===== config.mk =====
export PLATFORM = sky130hd
export DESIGN_NAME = smb_block_slave
export DESIGN_NICKNAME = d
export VERILOG_FILES = /design/src/rtl/smb_pkg.sv /design/src/rtl/smb_line_filter.sv /design/src/rtl/smb_cond_detect.sv /design/src/rtl/smb_slave_fsm.sv /design/src/rtl/smb_block_slave.sv
export SDC_FILE = /design/constraint.sdc
export NUM_CORES = 1
export LEC_CHECK = 0
export BUFFER_PORTS_ARGS = -buffer_cell sky130_fd_sc_hd__buf_2
export CORE_ASPECT_RATIO = 0.5
export CORE_UTILIZATION = 60
export CTS_CLUSTER_SIZE = 30
export DETAILED_ROUTE_END_ITERATION = 7
export PLACE_DENSITY = 0.95
export SETUP_SLACK_MARGIN = 0.02
export SLEW_MARGIN = 20
export SYNTH_ARGS = -nofsm -noshare
export SYNTH_HDL_FRONTEND = slang
export SYNTH_SLANG_ARGS = --single-unit
export TNS_END_PERCENT = 50

===== constraint.sdc =====
create_clock -name clk -period 6.53 [get_ports clk]
set_clock_uncertainty 0.2 [all_clocks]
set_input_delay 1.6325 -clock clk [delete_from_list [all_inputs] [get_ports clk]]
set_output_delay 1.6325 -clock clk [all_outputs]
set_load 0.02 [all_outputs]

===== src/rtl/smb_pkg.sv =====
package smb_pkg;

    typedef enum logic [3:0] {
        ST_IDLE,
        ST_ADDR,
        ST_REG,
        ST_WCNT,
        ST_WDATA,
        ST_ACK,
        ST_TXCNT,
        ST_TXDATA,
        ST_MACK,
        ST_SKIP
    } smb_state_e;

endpackage


===== src/rtl/smb_line_filter.sv =====
module smb_line_filter #(
    parameter int SYNC_STAGES = 2,
    parameter int FILT_LEN    = 3
) (
    input  logic clk,
    input  logic rst_n,
    input  logic raw_i,
    output logic flt_o
);
    localparam int CW  = $clog2(FILT_LEN + 1);
    localparam int TOP = SYNC_STAGES - 1;

    logic [SYNC_STAGES-1:0] sync_q;
    logic [CW-1:0]          run_q;
    logic                   flt_q;

    // Sync chain, then a level that must differ FILT_LEN cycles in a row
    always_ff @(posedge clk or negedge rst_n) begin
        if (!rst_n) begin
            sync_q <= '1;
            run_q  <= '0;
            flt_q  <= 1'b1;
        end else begin
            sync_q <= {sync_q[SYNC_STAGES-2:0], raw_i};
            if (sync_q[TOP] == flt_q) begin
                run_q <= '0;
            end else if (run_q == CW'(FILT_LEN - 1)) begin
                flt_q <= sync_q[TOP];
                run_q <= '0;
            end else begin
                run_q <= run_q + 1'b1;
            end
        end
    end

    assign flt_o = flt_q;

endmodule


===== src/rtl/smb_cond_detect.sv =====
module smb_cond_detect (
    input  logic clk,
    input  logic rst_n,
    input  logic scl_f,
    input  logic sda_f,
    output logic ev_start,
    output logic ev_stop,
    output logic ev_rise,
    output logic ev_fall
);
    logic scl_p;
    logic sda_p;

    always_ff @(posedge clk or negedge rst_n) begin
        if (!rst_n) begin
            scl_p <= 1'b1;
            sda_p <= 1'b1;
        end else begin
            scl_p <= scl_f;
            sda_p <= sda_f;
        end
    end

    // Data edges while the clock stays high are bus conditions
    always_comb begin
        ev_start = scl_p && scl_f && sda_p && !sda_f;
        ev_stop  = scl_p && scl_f && !sda_p && sda_f;
        ev_rise  = !scl_p && scl_f;
        ev_fall  = scl_p && !scl_f;
    end

endmodule


===== src/rtl/smb_slave_fsm.sv =====
module smb_slave_fsm
    import smb_pkg::*;
#(
    parameter logic [6:0] SLAVE_ADDR = 7'h5A,
    parameter int         CHUNK      = 32,
    parameter int         CNT_W      = 16
) (
    input  logic             clk,
    input  logic             rst_n,
    input  logic             sda_f,
    input  logic             ev_start,
    input  logic             ev_stop,
    input  logic             ev_rise,
    input  logic             ev_fall,
    input  logic [7:0]       rd_data,
    input  logic [CNT_W-1:0] rd_remain,
    output logic             sda_oe,
    output logic [7:0]       reg_addr,
    output logic             wr_valid,
    output logic [7:0]       wr_data,
    output logic             rd_pop
);
    localparam logic [CNT_W-1:0] CHUNK_W = CNT_W'(CHUNK);
    localparam logic [7:0]       CHUNK_B = 8'(CHUNK);

    smb_state_e state_q, nxt;
    smb_state_e ret_q, ret_d;
    logic [7:0] sh_q;
    logic [3:0] bit_q;
    logic       mack_seen_q;
    logic       mack_ok_q;
    logic [7:0] cnt_byte;

    assign cnt_byte = (rd_remain >= CHUNK_W) ? CHUNK_B : rd_remain[7:0];

    // State register
    always_ff @(posedge clk or negedge rst_n) begin
        if (!rst_n) state_q <= ST_IDLE;
        else        state_q <= nxt;
    end

    // Next-state logic
    always_comb begin
        nxt = state_q;
        if (ev_stop) begin
            nxt = ST_IDLE;
        end else if (ev_start) begin
            nxt = ST_ADDR;
        end else begin
            unique case (state_q)
                ST_IDLE: nxt = ST_IDLE;
                ST_ADDR: begin
                    if (ev_fall && bit_q == 4'd8)
                        nxt = (sh_q[7:1] == SLAVE_ADDR) ? ST_ACK : ST_SKIP;
                end
                ST_REG, ST_WCNT, ST_WDATA: begin
                    if (ev_fall && bit_q == 4'd8) nxt = ST_ACK;
                end
                ST_ACK: begin
                    if (ev_fall) nxt = ret_q;
                end
                ST_TXCNT, ST_TXDATA: begin
                    if (ev_fall && bit_q == 4'd7) nxt = ST_MACK;
                end
                ST_MACK: begin
                    if (ev_fall && mack_seen_q)
                        nxt = mack_ok_q ? ST_TXDATA : ST_SKIP;
                end
                ST_SKIP: nxt = ST_SKIP;
                default: nxt = ST_IDLE;
            endcase
        end
    end

    // Where to resume after the acknowledge bit
    always_comb begin
        case (state_q)
            ST_ADDR: ret_d = sh_q[0] ? ST_TXCNT : ST_REG;
            ST_REG:  ret_d = ST_WCNT;
            default: ret_d = ST_WDATA;
        endcase
    end

    // Datapath and strobes
    always_ff @(posedge clk or negedge rst_n) begin
        if (!rst_n) begin
            ret_q       <= ST_REG;
            sh_q        <= '0;
            bit_q       <= '0;
            mack_seen_q <= 1'b0;
            mack_ok_q   <= 1'b0;
            reg_addr    <= '0;
            wr_valid    <= 1'b0;
            wr_data     <= '0;
            rd_pop      <= 1'b0;
        end else begin
            wr_valid <= 1'b0;
            rd_pop   <= 1'b0;
            if (ev_stop || ev_start) begin
                bit_q <= '0;
            end else begin
                unique case (state_q)
                    ST_ADDR, ST_REG, ST_WCNT, ST_WDATA: begin
                        if (ev_rise) begin
                            sh_q  <= {sh_q[6:0], sda_f};
                            bit_q <= bit_q + 1'b1;
                        end else if (ev_fall && bit_q == 4'd8) begin
                            ret_q <= ret_d;
                            bit_q <= '0;
                            if (state_q == ST_REG) reg_addr <= sh_q;
                            if (state_q == ST_WDATA) begin
                                wr_valid <= 1'b1;
                                wr_data  <= sh_q;
                            end
                        end
                    end
                    ST_ACK: begin
                        if (ev_fall) begin
                            bit_q <= '0;
                            if (ret_q == ST_TXCNT) sh_q <= cnt_byte;
                        end
                    end
                    ST_TXCNT, ST_TXDATA: begin
                        if (ev_fall) begin
                            if (bit_q == 4'd7) begin
                                bit_q       <= '0;
                                mack_seen_q <= 1'b0;
                            end else begin
                                sh_q  <= {sh_q[6:0], 1'b0};
                                bit_q <= bit_q + 1'b1;
                            end
                        end
                    end
                    ST_MACK: begin
                        if (ev_rise) begin
                            mack_seen_q <= 1'b1;
                            mack_ok_q   <= !sda_f;
                        end else if (ev_fall && mack_seen_q && mack_ok_q) begin
                            sh_q   <= rd_data;
                            rd_pop <= 1'b1;
                        end
                    end
                    ST_IDLE, ST_SKIP: begin
                        bit_q <= '0;
                    end
                    default: bit_q <= '0;
                endcase
            end
        end
    end

    // Line drive: ack bit, or a 0 data bit while transmitting
    always_comb begin
        sda_oe = (state_q == ST_ACK) ||
                 (((state_q == ST_TXCNT) || (state_q == ST_TXDATA)) && !sh_q[7]);
    end

endmodule


===== src/rtl/smb_block_slave.sv =====
module smb_block_slave #(
    parameter logic [6:0] SLAVE_ADDR  = 7'h5A,
    parameter int         SYNC_STAGES = 2,
    parameter int         FILT_LEN    = 3,
    parameter int         CHUNK       = 32,
    parameter int         CNT_W       = 16
) (
    input  logic             clk,
    input  logic             rst_n,
    input  logic             scl_i,
    input  logic             sda_i,
    output logic             sda_oe,
    output logic [7:0]       reg_addr,
    output logic             wr_valid,
    output logic [7:0]       wr_data,
    input  logic [7:0]       rd_data,
    input  logic [CNT_W-1:0] rd_remain,
    output logic             rd_pop
);
    localparam int LINES = 2;

    logic [LINES-1:0] raw_v;
    logic [LINES-1:0] flt_v;
    logic             scl_flt;
    logic             sda_flt;
    logic             ev_start, ev_stop, ev_rise, ev_fall;

    assign raw_v = {scl_i, sda_i};

    for (genvar g = 0; g < LINES; g++) begin : g_line
        smb_line_filter #(
            .SYNC_STAGES(SYNC_STAGES),
            .FILT_LEN   (FILT_LEN)
        ) u_flt (
            .clk  (clk),
            .rst_n(rst_n),
            .raw_i(raw_v[g]),
            .flt_o(flt_v[g])
        );
    end

    assign scl_flt = flt_v[1];
    assign sda_flt = flt_v[0];

    smb_cond_detect u_det (
        .clk     (clk),
        .rst_n   (rst_n),
        .scl_f   (scl_flt),
        .sda_f   (sda_flt),
        .ev_start(ev_start),
        .ev_stop (ev_stop),
        .ev_rise (ev_rise),
        .ev_fall (ev_fall)
    );

    smb_slave_fsm #(
        .SLAVE_ADDR(SLAVE_ADDR),
        .CHUNK     (CHUNK),
        .CNT_W     (CNT_W)
    ) u_fsm (
        .clk      (clk),
        .rst_n    (rst_n),
        .sda_f    (sda_flt),
        .ev_start (ev_start),
        .ev_stop  (ev_stop),
        .ev_rise  (ev_rise),
        .ev_fall  (ev_fall),
        .rd_data  (rd_data),
        .rd_remain(rd_remain),
        .sda_oe   (sda_oe),
        .reg_addr (reg_addr),
        .wr_valid (wr_valid),
        .wr_data  (wr_data),
        .rd_pop   (rd_pop)
    );

endmodule


; ---- Word level (Yosys, flattened, before mapping)
; Cells that the tools add are included.
[classes]
n_eq_ne = 35
reduce_logical = 35
muxes = 45
n_bitwise = 4
addsub = 3
n_lt_le_gt_ge = 1
[ops]
columns = operator, n
row1 = 8-bit two-way mux, 8
row2 = 4-bit two-way mux, 15
row3 = 8-bit case mux with 4 select lines, 1
row4 = "4-bit by 3-bit == test with 1-bit output, second input constant", 6
row5 = 4-bit case mux with 6 select lines, 1
row6 = "4-bit by 1-bit inequality test with 1-bit output, second input constant", 5
row7 = 5-bit AND reduction, 4
row8 = "16-bit by 6-bit >= comparator with 1-bit output, second input constant", 1
row9 = 4-bit case mux with 4 select lines, 1
row10 = "4-bit == test, second input constant", 3
row11 = 1-bit logical AND, 12
row12 = 1-bit two-way mux, 12
row13 = "2-bit by 1-bit inequality test with 1-bit output, second input constant", 6
row14 = 9-bit AND reduction, 1
row15 = "4-bit by 2-bit == test with 1-bit output, second input constant", 2
row16 = 2-bit two-way mux, 4
row17 = "2-bit inequality test, second input constant", 4
row18 = 4-bit case mux with 2 select lines, 1
row19 = 4-bit AND reduction, 2
row20 = "7-bit == test, second input constant", 1
row21 = "3-bit by 1-bit inequality test with 1-bit output, second input constant", 2
row22 = 1-bit logical NOT, 5
row23 = "2-bit by 1-bit adder with 2-bit output, second input constant", 2
row24 = "4-bit by 1-bit adder with 4-bit output, second input constant", 1
row25 = other kinds (15), 23
[word_totals]
regBits = 52
input_bits = 28

; ---- Depth between registers and ports, before layout
[depth]
word_depth = 8
mapped_depth = 7
ltp_nobuf = 6

; ---- Hierarchy
; A second synthesis with hierarchy kept.
[hier_totals]
cells_unflattened = 246
hier_area_um2 = 2785.2
[modules_own_cells]
columns = module, seq_area_each_um2, cells_per_inst, area_per_inst_um2, instances
row1 = smb_slave_fsm, 977.2, 220, 2339.7, 1
row2 = smb_line_filter, 128.9, 10, 178.9, 2
row3 = smb_cond_detect, 52.6, 6, 87.6, 1

; ---- Least setup slack after synthesis
; Ideal clock, no wire load.
[synth_timing]
kind = reg2out
startpoint = register u_fsm.state_q[1]
endpoint = output sda_oe
path_stages_with_launch = 4
t_arrival_ns = 1.228
path_buffers = 2
slack_ns = 3.470
cell_sequence = dfrtp_1 buf_6 clkbuf_1 a211oi_1
[synth_between]
elab_chain_cells = 4
word_cells_on_any_way = 6
classes_between = eq/ne (3) / reduce/logical (3)
[synth_rtl]
columns = item, line_no
row1 = "start, declared", smb_slave_fsm.sv:26  ; smb_state_e state_q, nxt;
row2 = "start signal, assigned", smb_slave_fsm.sv:39  ; else state_q <= nxt;
row3 = 4-bit by 3-bit == test with 1-bit output, smb_slave_fsm.sv:155  ; (((state_q == ST_TXCNT) || (state_q == ST_TXDATA)) && !sh_q[7]);
row4 = 1-bit logical OR, smb_slave_fsm.sv:155
row5 = 1-bit logical AND, smb_slave_fsm.sv:155
row6 = 1-bit logical OR (*), smb_slave_fsm.sv:154  ; sda_oe = (state_q == ST_ACK) ||
row7 = "end, declared", smb_block_slave.sv:12  ; output logic sda_oe,
; Mark *: on every way between the ends. The rest lies on a longest branch, timed or not.

; ---- Worst setup path after layout
[layout_timing]
startpoint = register u_fsm.state_q[2]
endpoint = output sda_oe
; Same word-level chain as after synthesis.

==> impl_metrics.toml <==
[power]
p_leak_nw = 1.41
ir_drop_mv = 0.197
total_power_w = 0.000916
power_density_nw_per_um2 = 301

[synth]
synth-seq-cells = 51
synth.avg_cell_area_sq_um = 11.1
synth.top_cell.area_share = 0.386
synthCells = 245
ys_seq_area_frac = 0.473
syn_area_sq_um = 2720
synth_top_cell_by_area = "dfrtp_1"
synth_nets = 275
yosysWarnings = 0
synthFlopType = "dfrtp_1"
ys_top_cells_by_area = "dfrtp_1, dfstp_2, mux2_1"
postSynth.asyncResetShare = 1.00
synth_edf_count = 0
yosysMostFrequentCell = "dfrtp_1"
synth_top_cells_by_count = "dfrtp_1, a21oi_1, mux2_1, nand2_1"
yosysUniqueCellTypes = 60

[drt]
drc_errors = 0
wirelength_um = 6420
initialDrtViolationCount = 223
first_pass_iters = 4
vias = 2212
avgViaCountPerCell = 6.47
wire_per_inst_um = 18.8
antenna_left = 0

[clocking]
clockRootBuffer = "clkbuf_8"
htree_levels = 2
cts_sinks = 51
cts_tree = "built"
cts_buffers = 5
post_cts_resized = 0
cts_setup_buffers = 0
clock_latency_ps = 310
cts_buffer_depth = 2
ctsHoldBuffers = 0
clkTransAtPathRegs_ps = 90

[worst_setup_path]
reg2reg_from = "u_fsm.state_q[2]$_DFFE_PN0P_"
crit_path_end_kind = "output pin"
path_cells = "nand2b_1 -> a211oi_1 -> buf_2"
critical_path.max_stage_delay_ps = 840
critPathKind = "reg2out"
slowest_stage = "dfrtp_1"
reg2reg_depth = 5
critPathLaunchType = "register"
reg2reg_to = "u_fsm.sh_q[7]$_DFFE_PN0P_"
cp.required_ps = 4700
worst-path-max-fanout = 24
cp_data_arrival_time_ps = 1760
regToRegSetupSlack_ps = 3860

[sta]
tns_ps = 0
setup_viol = 0
worst_pin_slew_ps = 768
slew-limit-headroom = 0.488
fmax_mhz = 279
hold-worst-slack_ps = 163
rsz0062_at_grt = "no"
finalHoldViolCount = 0
timing.final.max_slew_violations = 0
period_share = 0.549
fin_crit_ps = 3590

[run]
cap_viol_max_count = 0

[place]
place_congestion = 0.957
portBuffers = 46
place_hpwl_um = 4410

[die]
die_w_um = 97.3
initial_utilization = 0.660
die_h_um = 49.6
ios = 47
num_rows = 16
die-area_sq_um = 4830
coreArea_sq_um = 4120

[global_route]
grt_max_degree = 52
grt_pass1_wl_um = 10500
grt_antenna_before_repair = 0
grt_usage = 0.281
overflow = 0
grt_pass1_vias = 2174

[layout]
fin_util = 0.739
nNetsFinal = 317
diodes = 0
layout-drive-gt1-share = 0.313
synthToLayoutAreaGrowth_pct = 11.9

[hold_path]
hp-class = "reg2reg"
hp-start = "g_line[1].u_flt.sync_q[0]$_DFF_PN1_"
hold_path_depth = 0
whs_endpoint = "g_line[1].u_flt.sync_q[1]$_DFF_PN1_"

[outcome]
run_status = "finished, final reports clean"
[layout make-up]
cell class	count	area, sq um
clock buffers	6	72.6
clock inverters	2	12.5
fillers	256	1080
inverters	8	30.0
multi-input cells	174	1340
flip-flops and latches	51	1290
well taps	54	67.6
repair buffers	47	240
[cell usage in the layout, fill, tap and decap left out, drive strengths merged, types with 2 or more instances in the layout]
cell and instances:
buf 47, dfrtp 42, mux2 31, a21oi 22
nand2 13, nor2 13, o22ai 12, dfstp 9
inv 8, nand3 7, nor3 7, o21ai 7
clkbuf 6, nor2b 5, o2bb2ai 5, and2b 4
a31oi 4, nor3b 3, o22a 3, nor4 3
xnor2 3, nand2b 2, a211oi 2, o31ai 2
a22oi 2, ha 2
[critical path, delay by kind of cell, from the launching register on]
family          cells  cell delay (ps)
flops               1              840
compound gates      1              200
buf+inv             1              200
simple gates        1              200
[cell families after synthesis]
family,Yosys count,share of synthesized area
fa+ha+maj,2,0.00919
flops,51,0.473
buf+inv,20,0.0358
xor+xnor,3,0.0124
mux,32,0.143
simple gates,68,0.150
compound gates,69,0.176
[through the flow]
stage	setup slack [ps]	cell area (sq um)	instances
6_report	2940	3050	342
5_1_grt	2820	3050	342
4_1_cts	2970	3050	342
3_5_place_dp	3310	2960	334
3_3_place_gp	3390	2960	334
2_1_floorplan	3470	2720	245
[registers in the layout, indices dropped and copies added (netlist names)]
register             flops
g_line.u_flt.sync_q      4
u_det.sda_p              1
g_line.u_flt.flt_o       2
u_fsm.rd_pop             1
u_fsm.ret_q              3
u_fsm.wr_data            8
u_fsm.mack_seen_q        1
u_fsm.bit_q              4
u_det.scl_p              1
u_fsm.reg_addr           8
u_fsm.mack_ok_q          1
g_line.u_flt.run_q       4
u_fsm.wr_valid           1
u_fsm.state_q            4
u_fsm.sh_q               8
[per-layer routing]
layer	vias up	share of wire	global-route usage
li1	992	-	-
met1	1090	0.41	0.366
met2	113	0.49	0.453
met3	17	0.075	0.0624
met4	0	0.024	0.137
met5	-	0	0
[power by group]
part	switching (W)	internal, W	total [W]
Clock	0.000105	0.0000751	0.000180
Combinational	0.000137	0.000135	0.000273
Sequential	0.0000860	0.000377	0.000463
[worst max path at each step]
| stage | startpoint | endpoint |
|---|---|---|
| after floorplan | u_fsm.state_q[1]$_DFFE_PN0P_ | sda_oe |
| after global placement | u_fsm.state_q[2]$_DFFE_PN0P_ | sda_oe |
| after detailed placement | rd_remain[13] | u_fsm.sh_q[3]$_DFFE_PN0P_ |
| after CTS | u_fsm.state_q[2]$_DFFE_PN0P_ | sda_oe |
| after global routing | u_fsm.state_q[2]$_DFFE_PN0P_ | sda_oe |
| final | u_fsm.state_q[2]$_DFFE_PN0P_ | sda_oe |
(Power assumes the default switching activity.)
